==> config.mk <==
export PLATFORM = sky130hd
export DESIGN_NAME = priv_window_decoder
export DESIGN_NICKNAME = d
export VERILOG_FILES = /design/src/rtl/priv_dec_pkg.sv /design/src/rtl/priv_page_decode.sv /design/src/rtl/priv_ctl_bank.sv /design/src/rtl/priv_tmr_route.sv /design/src/rtl/priv_window_decoder.sv
export SDC_FILE = /design/constraint.sdc
export NUM_CORES = 1
export LEC_CHECK = 0
export ABC_AREA = 1
export BUFFER_PORTS_ARGS = -buffer_cell sky130_fd_sc_hd__buf_4
export CAP_MARGIN = 15
export CORE_MARGIN = 4
export CORE_UTILIZATION = 24
export DETAILED_ROUTE_END_ITERATION = 10
export GPL_TIMING_DRIVEN = 0
export PLACE_DENSITY = 0.77
export SLEW_MARGIN = 20
export SYNTH_ARGS = -nofsm -noshare
export SYNTH_HDL_FRONTEND = slang
export SYNTH_SLANG_ARGS = --single-unit
==> constraint.sdc <==
create_clock -name clk -period 1.2 [get_ports clk]
set_clock_uncertainty 0.2 [all_clocks]
set_input_delay 0.06 -clock clk [delete_from_list [all_inputs] [get_ports clk]]
set_output_delay 0.06 -clock clk [all_outputs]
set_load 0.005 [all_outputs]
==> src/rtl/priv_dec_pkg.sv <==
// Shared types for the private window decoder.
// Assumes: the window is 4 KB, split into 256-byte pages.
package priv_dec_pkg;
    typedef enum logic [1:0] {
        TGT_BANK = 2'd0,
        TGT_IRQC = 2'd1,
        TGT_TMR  = 2'd2,
        TGT_HOLE = 2'd3
    } tgt_e;

    localparam int WIN_W  = 12;
    localparam int PAGE_W = 4;
endpackage

==> src/rtl/priv_page_decode.sv <==
// Page decoder: classifies a 12-bit window offset into a target and resolves
// which CPU it serves (banked alias -> requester, explicit page -> page index).
// Assumes: 3 + 2*NUM_CPU pages fit into the 16 pages of the window.
module priv_page_decode
    import priv_dec_pkg::*;
#(
    parameter int NUM_CPU = 4,
    parameter int CPU_W   = $clog2(NUM_CPU)
) (
    input  logic [WIN_W-1:0] win_off,
    input  logic [CPU_W-1:0] req_cpu,
    output tgt_e             tgt,
    output logic [CPU_W-1:0] cpu
);
    localparam int P_IRQC_ALIAS = 1;
    localparam int P_IRQC_BASE  = 2;
    localparam int P_TMR_ALIAS  = P_IRQC_BASE + NUM_CPU;
    localparam int P_TMR_BASE   = P_TMR_ALIAS + 1;
    localparam int P_END        = P_TMR_BASE + NUM_CPU;

    logic [PAGE_W:0] page;
    logic [PAGE_W:0] rel_irqc;
    logic [PAGE_W:0] rel_tmr;

    assign page     = {1'b0, win_off[WIN_W-1 -: PAGE_W]};
    assign rel_irqc = page - (PAGE_W+1)'(P_IRQC_BASE);
    assign rel_tmr  = page - (PAGE_W+1)'(P_TMR_BASE);

    // Pick the target region and the CPU it addresses.
    always_comb begin
        tgt = TGT_HOLE;
        cpu = '0;
        if (page == '0) begin
            tgt = TGT_BANK;
        end else if (page == (PAGE_W+1)'(P_IRQC_ALIAS)) begin
            tgt = TGT_IRQC;
            cpu = req_cpu;
        end else if (page < (PAGE_W+1)'(P_TMR_ALIAS)) begin
            tgt = TGT_IRQC;
            cpu = rel_irqc[CPU_W-1:0];
        end else if (page == (PAGE_W+1)'(P_TMR_ALIAS)) begin
            tgt = TGT_TMR;
            cpu = req_cpu;
        end else if (page < (PAGE_W+1)'(P_END)) begin
            tgt = TGT_TMR;
            cpu = rel_tmr[CPU_W-1:0];
        end
    end
endmodule

==> src/rtl/priv_ctl_bank.sv <==
// Snoop-control register bank: one writable flag, one constant word, two
// zero words; flags any other offset, and writes to read-only words.
// Assumes: read and write strobes are not active together.
module priv_ctl_bank #(
    parameter int         DATA_W  = 32,
    parameter logic [7:0] CFG_VAL = 8'hF3
) (
    input  logic              clk,
    input  logic              rst_n,
    input  logic              hit,
    input  logic              rd,
    input  logic              wr,
    input  logic [7:0]        off,
    input  logic              wbit,
    output logic [DATA_W-1:0] rdata,
    output logic              bad
);
    localparam logic [7:0] O_CTL = 8'h00;
    localparam logic [7:0] O_CFG = 8'h04;
    localparam logic [7:0] O_STS = 8'h08;
    localparam logic [7:0] O_INV = 8'h0C;

    logic ctl_q;
    logic rd_ok;
    logic wr_ok;

    // Control flag: cleared by reset, loaded from write data bit 0.
    always_ff @(posedge clk) begin
        if (!rst_n)
            ctl_q <= 1'b0;
        else if (hit && wr && off == O_CTL)
            ctl_q <= wbit;
    end

    // Legal offsets per direction and the read value.
    always_comb begin
        rd_ok = (off == O_CTL) || (off == O_CFG) || (off == O_STS) || (off == O_INV);
        wr_ok = (off == O_CTL) || (off == O_INV);
        rdata = '0;
        if (off == O_CTL)
            rdata[0] = ctl_q;
        else if (off == O_CFG)
            rdata[7:0] = CFG_VAL;
    end

    // Error when the bank is hit at a location illegal for the direction.
    assign bad = hit && ((rd && !rd_ok) || (wr && !wr_ok));

    assert_ctl_hold_R2: assert property (@(posedge clk) disable iff (!rst_n)
        !(hit && wr && off == O_CTL) |=> $stable(ctl_q));
    assert_ctl_upper_zero_R2: assert property (@(posedge clk) disable iff (!rst_n)
        (off == O_CTL) |-> (rdata[DATA_W-1:1] == '0));
    assert_zero_words_R3: assert property (@(posedge clk) disable iff (!rst_n)
        (off == O_STS || off == O_INV) |-> (rdata == '0));
endmodule

==> src/rtl/priv_tmr_route.sv <==
// Timer routing: forms the flat timer index, the register offset and the
// private interrupt number of the selected timer or watchdog.
// Assumes: address bit 5 picks the watchdog.
module priv_tmr_route #(
    parameter int NUM_CPU  = 4,
    parameter int CPU_W    = $clog2(NUM_CPU),
    parameter int PPI_BASE = 29
) (
    input  logic [CPU_W-1:0] cpu,
    input  logic             wd_bit,
    input  logic [3:0]       reg_in,
    output logic [CPU_W:0]   idx,
    output logic [3:0]       reg_off,
    output logic [4:0]       ppi
);
    // Index, offset and interrupt number are plain recombinations of fields.
    always_comb begin
        idx     = {cpu, wd_bit};
        reg_off = reg_in;
        ppi     = 5'(PPI_BASE) + {4'b0, idx[0]};
    end
endmodule

==> src/rtl/priv_window_decoder.sv <==
// Private window decoder top: steers each access to the control bank, the
// interrupt CPU interface or the timer set, muxes read data, flags holes.
// Assumes: one access per cycle, read data returned in the strobe cycle.
module priv_window_decoder
    import priv_dec_pkg::*;
#(
    parameter int NUM_CPU = 4,
    parameter int ADDR_W  = 32,
    parameter int DATA_W  = 32,
    localparam int CPU_W  = $clog2(NUM_CPU)
) (
    input  logic              clk,
    input  logic              rst_n,
    input  logic [ADDR_W-1:0] bus_addr,
    input  logic              bus_rd,
    input  logic              bus_wr,
    input  logic [DATA_W-1:0] bus_wdata,
    input  logic [CPU_W-1:0]  req_cpu,
    input  logic [DATA_W-1:0] irqc_rdata,
    input  logic [DATA_W-1:0] tmr_rdata,
    output logic              irqc_sel,
    output logic              tmr_sel,
    output logic [CPU_W-1:0]  tgt_cpu,
    output logic [7:0]        sub_off,
    output logic [CPU_W:0]    tmr_idx,
    output logic [3:0]        tmr_reg,
    output logic [4:0]        tmr_ppi,
    output logic [DATA_W-1:0] bus_rdata,
    output logic              bus_err
);
    logic [WIN_W-1:0]  win_off;
    tgt_e              tgt;
    logic [CPU_W-1:0]  dec_cpu;
    logic              acc;
    logic              bank_hit;
    logic              bank_bad;
    logic [DATA_W-1:0] bank_rdata;

    assign win_off = bus_addr[WIN_W-1:0];
    assign acc     = bus_rd || bus_wr;

    priv_page_decode #(.NUM_CPU(NUM_CPU), .CPU_W(CPU_W)) u_page (
        .win_off (win_off),
        .req_cpu (req_cpu),
        .tgt     (tgt),
        .cpu     (dec_cpu)
    );

    assign bank_hit = (tgt == TGT_BANK);

    priv_ctl_bank #(.DATA_W(DATA_W)) u_bank (
        .clk   (clk),
        .rst_n (rst_n),
        .hit   (bank_hit),
        .rd    (bus_rd),
        .wr    (bus_wr),
        .off   (win_off[7:0]),
        .wbit  (bus_wdata[0]),
        .rdata (bank_rdata),
        .bad   (bank_bad)
    );

    priv_tmr_route #(.NUM_CPU(NUM_CPU), .CPU_W(CPU_W)) u_tmr (
        .cpu     (dec_cpu),
        .wd_bit  (win_off[5]),
        .reg_in  (win_off[3:0]),
        .idx     (tmr_idx),
        .reg_off (tmr_reg),
        .ppi     (tmr_ppi)
    );

    // Target selects, forwarded CPU and sub-offset.
    always_comb begin
        irqc_sel = acc && (tgt == TGT_IRQC);
        tmr_sel  = acc && (tgt == TGT_TMR);
        tgt_cpu  = dec_cpu;
        sub_off  = win_off[7:0];
    end

    // Read data mux: zero unless a read strobe is active.
    always_comb begin
        bus_rdata = '0;
        if (bus_rd) begin
            unique case (tgt)
                TGT_BANK: bus_rdata = bank_rdata;
                TGT_IRQC: bus_rdata = irqc_rdata;
                TGT_TMR:  bus_rdata = tmr_rdata;
                default:  bus_rdata = '0;
            endcase
        end
    end

    // Error: bad bank location, or a read beyond the timer area.
    assign bus_err = bank_bad || (bus_rd && tgt == TGT_HOLE);

    assert_one_target_R12: assert property (@(posedge clk) disable iff (!rst_n)
        $onehot0({irqc_sel, tmr_sel, acc && bank_hit}));
    assert_sel_needs_strobe_R12: assert property (@(posedge clk) disable iff (!rst_n)
        (irqc_sel || tmr_sel) |-> acc);
    assert_idle_rdata_R11: assert property (@(posedge clk) disable iff (!rst_n)
        !bus_rd |-> (bus_rdata == '0));
    assert_hole_write_quiet_R10: assert property (@(posedge clk) disable iff (!rst_n)
        (bus_wr && !bus_rd && tgt == TGT_HOLE) |-> (!bus_err && !irqc_sel && !tmr_sel));
    assert_ppi_pair_R9: assert property (@(posedge clk) disable iff (!rst_n)
        tmr_sel |-> (tmr_ppi == 5'd29 || tmr_ppi == 5'd30));
    assert_idx_cpu_R8: assert property (@(posedge clk) disable iff (!rst_n)
        tmr_sel |-> (tmr_idx[CPU_W:1] == tgt_cpu));
endmodule

### Word level (Yosys, flattened, before mapping)

Cells that the tools add are included.

* output and inout port bits: 57
* register bits after elaboration: 1
* input port bits: 134

* order comparisons: 2
* reductions and logical operators: 20
* eq/ne operators: 8
* mux-type cells: 15
* add/sub/neg operators: 3

Operators by type and width (count)
* case mux 32 bit (3 select lines): 1
* 2-to-1 mux 32 bit: 1
* 2-to-1 mux 2 bit: 9
* == test 8 x 4 -> 1 bit (second input constant): 2
* == test 8 x 3 -> 1 bit (second input constant): 1
* logical AND 1 bit: 8
* zero test 8 bit: 1
* 2-to-1 mux 8 bit: 1
* logical OR 1 bit: 7
* 2-to-1 mux 7 bit: 1
* zero test 5 bit: 1
* adder 3 x 2 -> 4 bit (first input constant): 1
* == test 2 bit (second input constant): 2
* == test 4 x 1 -> 1 bit (second input constant): 1
* == test 4 x 3 -> 1 bit (second input constant): 1
* less-than comparator 4 x 3 -> 1 bit (second input constant): 1
* less-than comparator 4 bit (second input constant): 1
* subtractor 2 bit (second input constant): 2
* == test 2 x 1 -> 1 bit (second input constant): 1
* zero test 1 bit: 2
* zero test 2 bit: 1
* 2-to-1 mux 1 bit: 2

### Longest topological paths before layout

* depth in word-level cells: 9
* depth in mapped cells: 10

### By module

From an unflattened synthesis, not the netlist that was laid out.

* cells, all modules: 329
* area, all modules: 1749.2 um^2

By module, submodules not included
* priv_window_decoder: times used 1, cells each 229, sequential area each 0.0 um^2, area each 1111.1 um^2
* priv_ctl_bank: times used 1, cells each 56, sequential area each 20.0 um^2, area each 365.4 um^2
* priv_page_decode: times used 1, cells each 31, sequential area each 0.0 um^2, area each 182.7 um^2
* priv_tmr_route: times used 1, cells each 13, sequential area each 0.0 um^2, area each 90.1 um^2

### Worst setup path after synthesis

Ideal clock, no wire load.

* path kind: input to output
* start: input port bus_addr[8]
* end: output port bus_rdata[21]
* stages: 7
* arrival: 1123 ps
* buffers on the path: 1
* data required time: 940 ps
* setup slack: -183 ps
* path through: ha_1 > o21ai_2 > inv_2 > nor2_8 > buf_6 > nand2_1 > a21oi_1

* word-level cells in the longest chain between the ends: 9

Ends and longest elaborated chain
* from (decl): line priv_window_decoder.sv:14 `input logic [ADDR_W-1:0] bus_addr,`
* less-than comparator 4 bit: line priv_page_decode.sv:44 `end else if (page < (PAGE_W+1)'(P_END)) begin`
* 2-to-1 mux 1 bit: line priv_page_decode.sv:44
* 2-to-1 mux 2 bit: line priv_page_decode.sv:41 `end else if (page == (PAGE_W+1)'(P_TMR_ALIAS)) begin`
* 2-to-1 mux 2 bit: line priv_page_decode.sv:38 `end else if (page < (PAGE_W+1)'(P_TMR_ALIAS)) begin`
* 2-to-1 mux 2 bit: line priv_page_decode.sv:35 `end else if (page == (PAGE_W+1)'(P_IRQC_ALIAS)) begin`
* 2-to-1 mux 2 bit *: line priv_page_decode.sv:33 `if (page == '0) begin`
* == test 2 bit (tied with other cells): line priv_window_decoder.sv:84 `unique case (tgt)`
* case mux 32 bit (3 select lines) *: line priv_window_decoder.sv:84
* 2-to-1 mux 32 bit *: line priv_window_decoder.sv:83 `if (bus_rd) begin`
* to (decl): line priv_window_decoder.sv:28 `output logic [DATA_W-1:0] bus_rdata,`

Every way passes the cells marked *; elsewhere a longest branch is shown, timed or not.

### Worst setup path in the final report

Same ends and word-level chain as after synthesis.

==> summary.txt <==
Outcome
  • Status: finished, violations left
  • Failing checks: negative setup slack

Timing
  • Final worst setup slack: -265 ps
  • Minimum clock period: 1470 ps
  • Final period utilization: 122%
  • Setup violations, final: 39
  • RSZ-0062 raised after global routing: true
  • Total negative slack: -8490 ps
  • Max Slew Vio Count: 0
  • Fmax: 0.683 GHz
  • Slew headroom: 51.2%
  • Final hold viol count: 0
  • Slew @ Worst Pin: 732 ps

Worst setup path
  • R2R cell count: 2
  • WP data arrival: 1210 ps
  • CP Data Required Time: 940 ps
  • Worst R2R Start: u_bank.ctl_q
  • CP Class: input port to output port
  • Reg2Reg Setup Slack: 440 ps
  • Startpoint Class: input port
  • Crit-path max FO: 6
  • Crit. Startpoint: bus_addr[8]
  • Worst Setup End Kind: output port
  • CP endpoint: bus_rdata[21]
  • Reg-to-Reg End: u_bank.ctl_q

Placed design
  • Port Buffer Count: 136
  • Routability-driven placement congestion ratio: 0.841
  • HPWL after DPL: 4.00 mm
  • Post-place instance area: 0.00225 mm2

Global route
  • Aggregate global-route resource usage: 16.7%
  • Largest net degree at the start of global routing: 11
  • Antenna violations before repair: 0
  • First-pass GRT wire length: 7.67 mm
  • Grt total ovfl: 0
  • Vias in the first global route: 1759

Cells and area
  • Largest registers: u_bank.ctl_q x1
  • # fillers: 416
  • Share of cells above drive strength 1: 65.3%
  • Commonest non-fill, non-tap cell in the layout: buf_4
  • Final instance area: 0.00246 mm2
  • Max FFs per register: 1
  • Biggest register: u_bank.ctl_q
  • Most frequent cells in the layout: buf_4, nand2_1, a21oi_2, nor2_1, nand2_2
  • Post-layout util: 59.5%
  • # diodes: 0
  • Nets@finish: 497
  • Area Overhead vs Synth: 131%

Yosys
  • FF+latch count, synth: 1
  • Synth area leader: nand2_1
  • Distinct cells, synth: 26
  • Yosys warning total: 0
  • Top cells by area, synth: nand2_1, buf_4, a21oi_1
  • Synth Instances: 205
  • Share of flip-flops with an asynchronous set or reset: 0%
  • Synthesized area: 0.00106 mm2
  • Mean Syn Cell Area: 5.19 um2
  • Yosys top cell area share: 24.7%
  • Synth Flop Type: dfxtp_1
  • Sequential share of the synthesized area: 1.88%
  • Post-synth EDFFs: 0

Clocking
  • Clock Pin Slew Worst Setup and Hold Paths: 0 ps
  • Worst-Skew Late Latency: 0 ps
  • Hold buffers post-CTS: 0

Power and ir drop
  • Clock power share: 0%
  • Power per cell area: 391 mW/mm2
  • Overall power: 963 uW
  • Seq pwr share: 3.5%
  • Switching Share: 40.2%
  • Switch Pwr: 388 uW
  • Int Pwr: 576 uW
  • Peak VDD IR: 226 uV
  • Comb power frac: 96.5%
  • Leakage: 0.00129 uW

Routing
  • Routed length per instance: 12.5 um
  • DR vias: 1831
  • Pre-antenna DRT Iters: 4
  • DRC: 0
  • Post-route ant nets: 0
  • Final wirelength: 5.11 mm
  • 1st-iter DRT viols: 22
  • Vias per inst: 4.50

Floorplan
  • Row count: 23
  • Die ar.: 0.00557 mm2
  • Core Region: 0.00414 mm2
  • Initial Util: 25.7%
  • Num ports: 191
  • Die H: 74.6 um
  • Die X: 74.6 um

Run
  • Max-cap viol count: 0

Min path
  • Min-delay worst type: input port to flip-flop
-- layout make-up --
cell class / count / area (um2) / area share, %
plain buffers: 27 / 219 / 8.89
inverters: 11 / 51.3 / 2.08
multi-input cells: 168 / 962 / 39.1
flip-flops and latches: 1 / 20.0 / 0.813
well taps: 50 / 62.6 / 2.54
repair buffers: 150 / 1150 / 46.6
-- logic make-up (layout without fill, tap and decap cells) --
group,after synthesis,in the layout,synth area share (%)
flip-flops,1,1,1.88
AND/OR/NAND/NOR,127,127,52.5
AO/OA/AOI/OAI,34,34,17.0
adder cells (fa/ha/maj),4,4,4.70
other,1,3,0.352
buffers and inverters,38,188,23.5
-- power by group through the flow --
stage               Combinational (uW)  Clock (uW)  Sequential [uW]
floorplan                          375           0             33.9
global placement                   827           0             33.9
detailed placement                 839           0             33.9
CTS                                911           0             33.9
global route                      1010           0             33.9
finish                             929           0             33.9
-- cells in the mapped netlist, drive strengths merged (2+ instances only) --
cell	instances
buf	24
nand2	82
nand4	2
ha	4
clkbuf	3
inv	11
o21ai	5
a21oi	29
nand3b	2
nor2	28
nand3	10
-- worst max-delay path: stages --
cell     delay (ps)
buf_8           100
ha_4            150
o21ai_4         150
inv_2            90
nor2_8          180
buf_6           150
nand2_2          50
a21oi_2         130
buf_4           130
-- timing repair --
action | 4_1_cts | 5_1_grt
pin swaps | 4 | 5
endpoints found under the setup margin | 39 | 39
resized for setup | 24 | 15
setup buffers | 10 | 2
gates cloned | 2 | 0
-- how the worst min path moves through the flow --
stage | end | slack [ps] | startpoint | cells after the start
floorplan | tmr_ppi[0] | -50 | bus_addr[5] | 1
global placement | u_bank.ctl_q | 90 | rst_n | 3
detailed placement | u_bank.ctl_q | 90 | rst_n | 3
CTS | u_bank.ctl_q | 100 | rst_n | 3
global route | u_bank.ctl_q | 130 | rst_n | 3
finish | u_bank.ctl_q | 100 | rst_n | 3
-- stage by stage --
stage	std cells	hold slack, ps	setup WS, ps
after global placement	393	88.6	-470
after floorplan	207	-53.5	-53.7
after global routing	407	126	-363
after CTS	405	97.2	-277
after detailed placement	393	87.6	-481
final	407	95.7	-265
-- metal layers --
metal | part of all wire, % | vias up | track usage, %
li1 | - | 935 | -
met1 | 37 | 798 | 19.5
met2 | 50 | 96 | 33.0
met3 | 12 | 2 | 2.84
met4 | 0.37 | 0 | 0.791
met5 | 0 | - | 0
No activity file was read; power rests on OpenSTA's default activity.
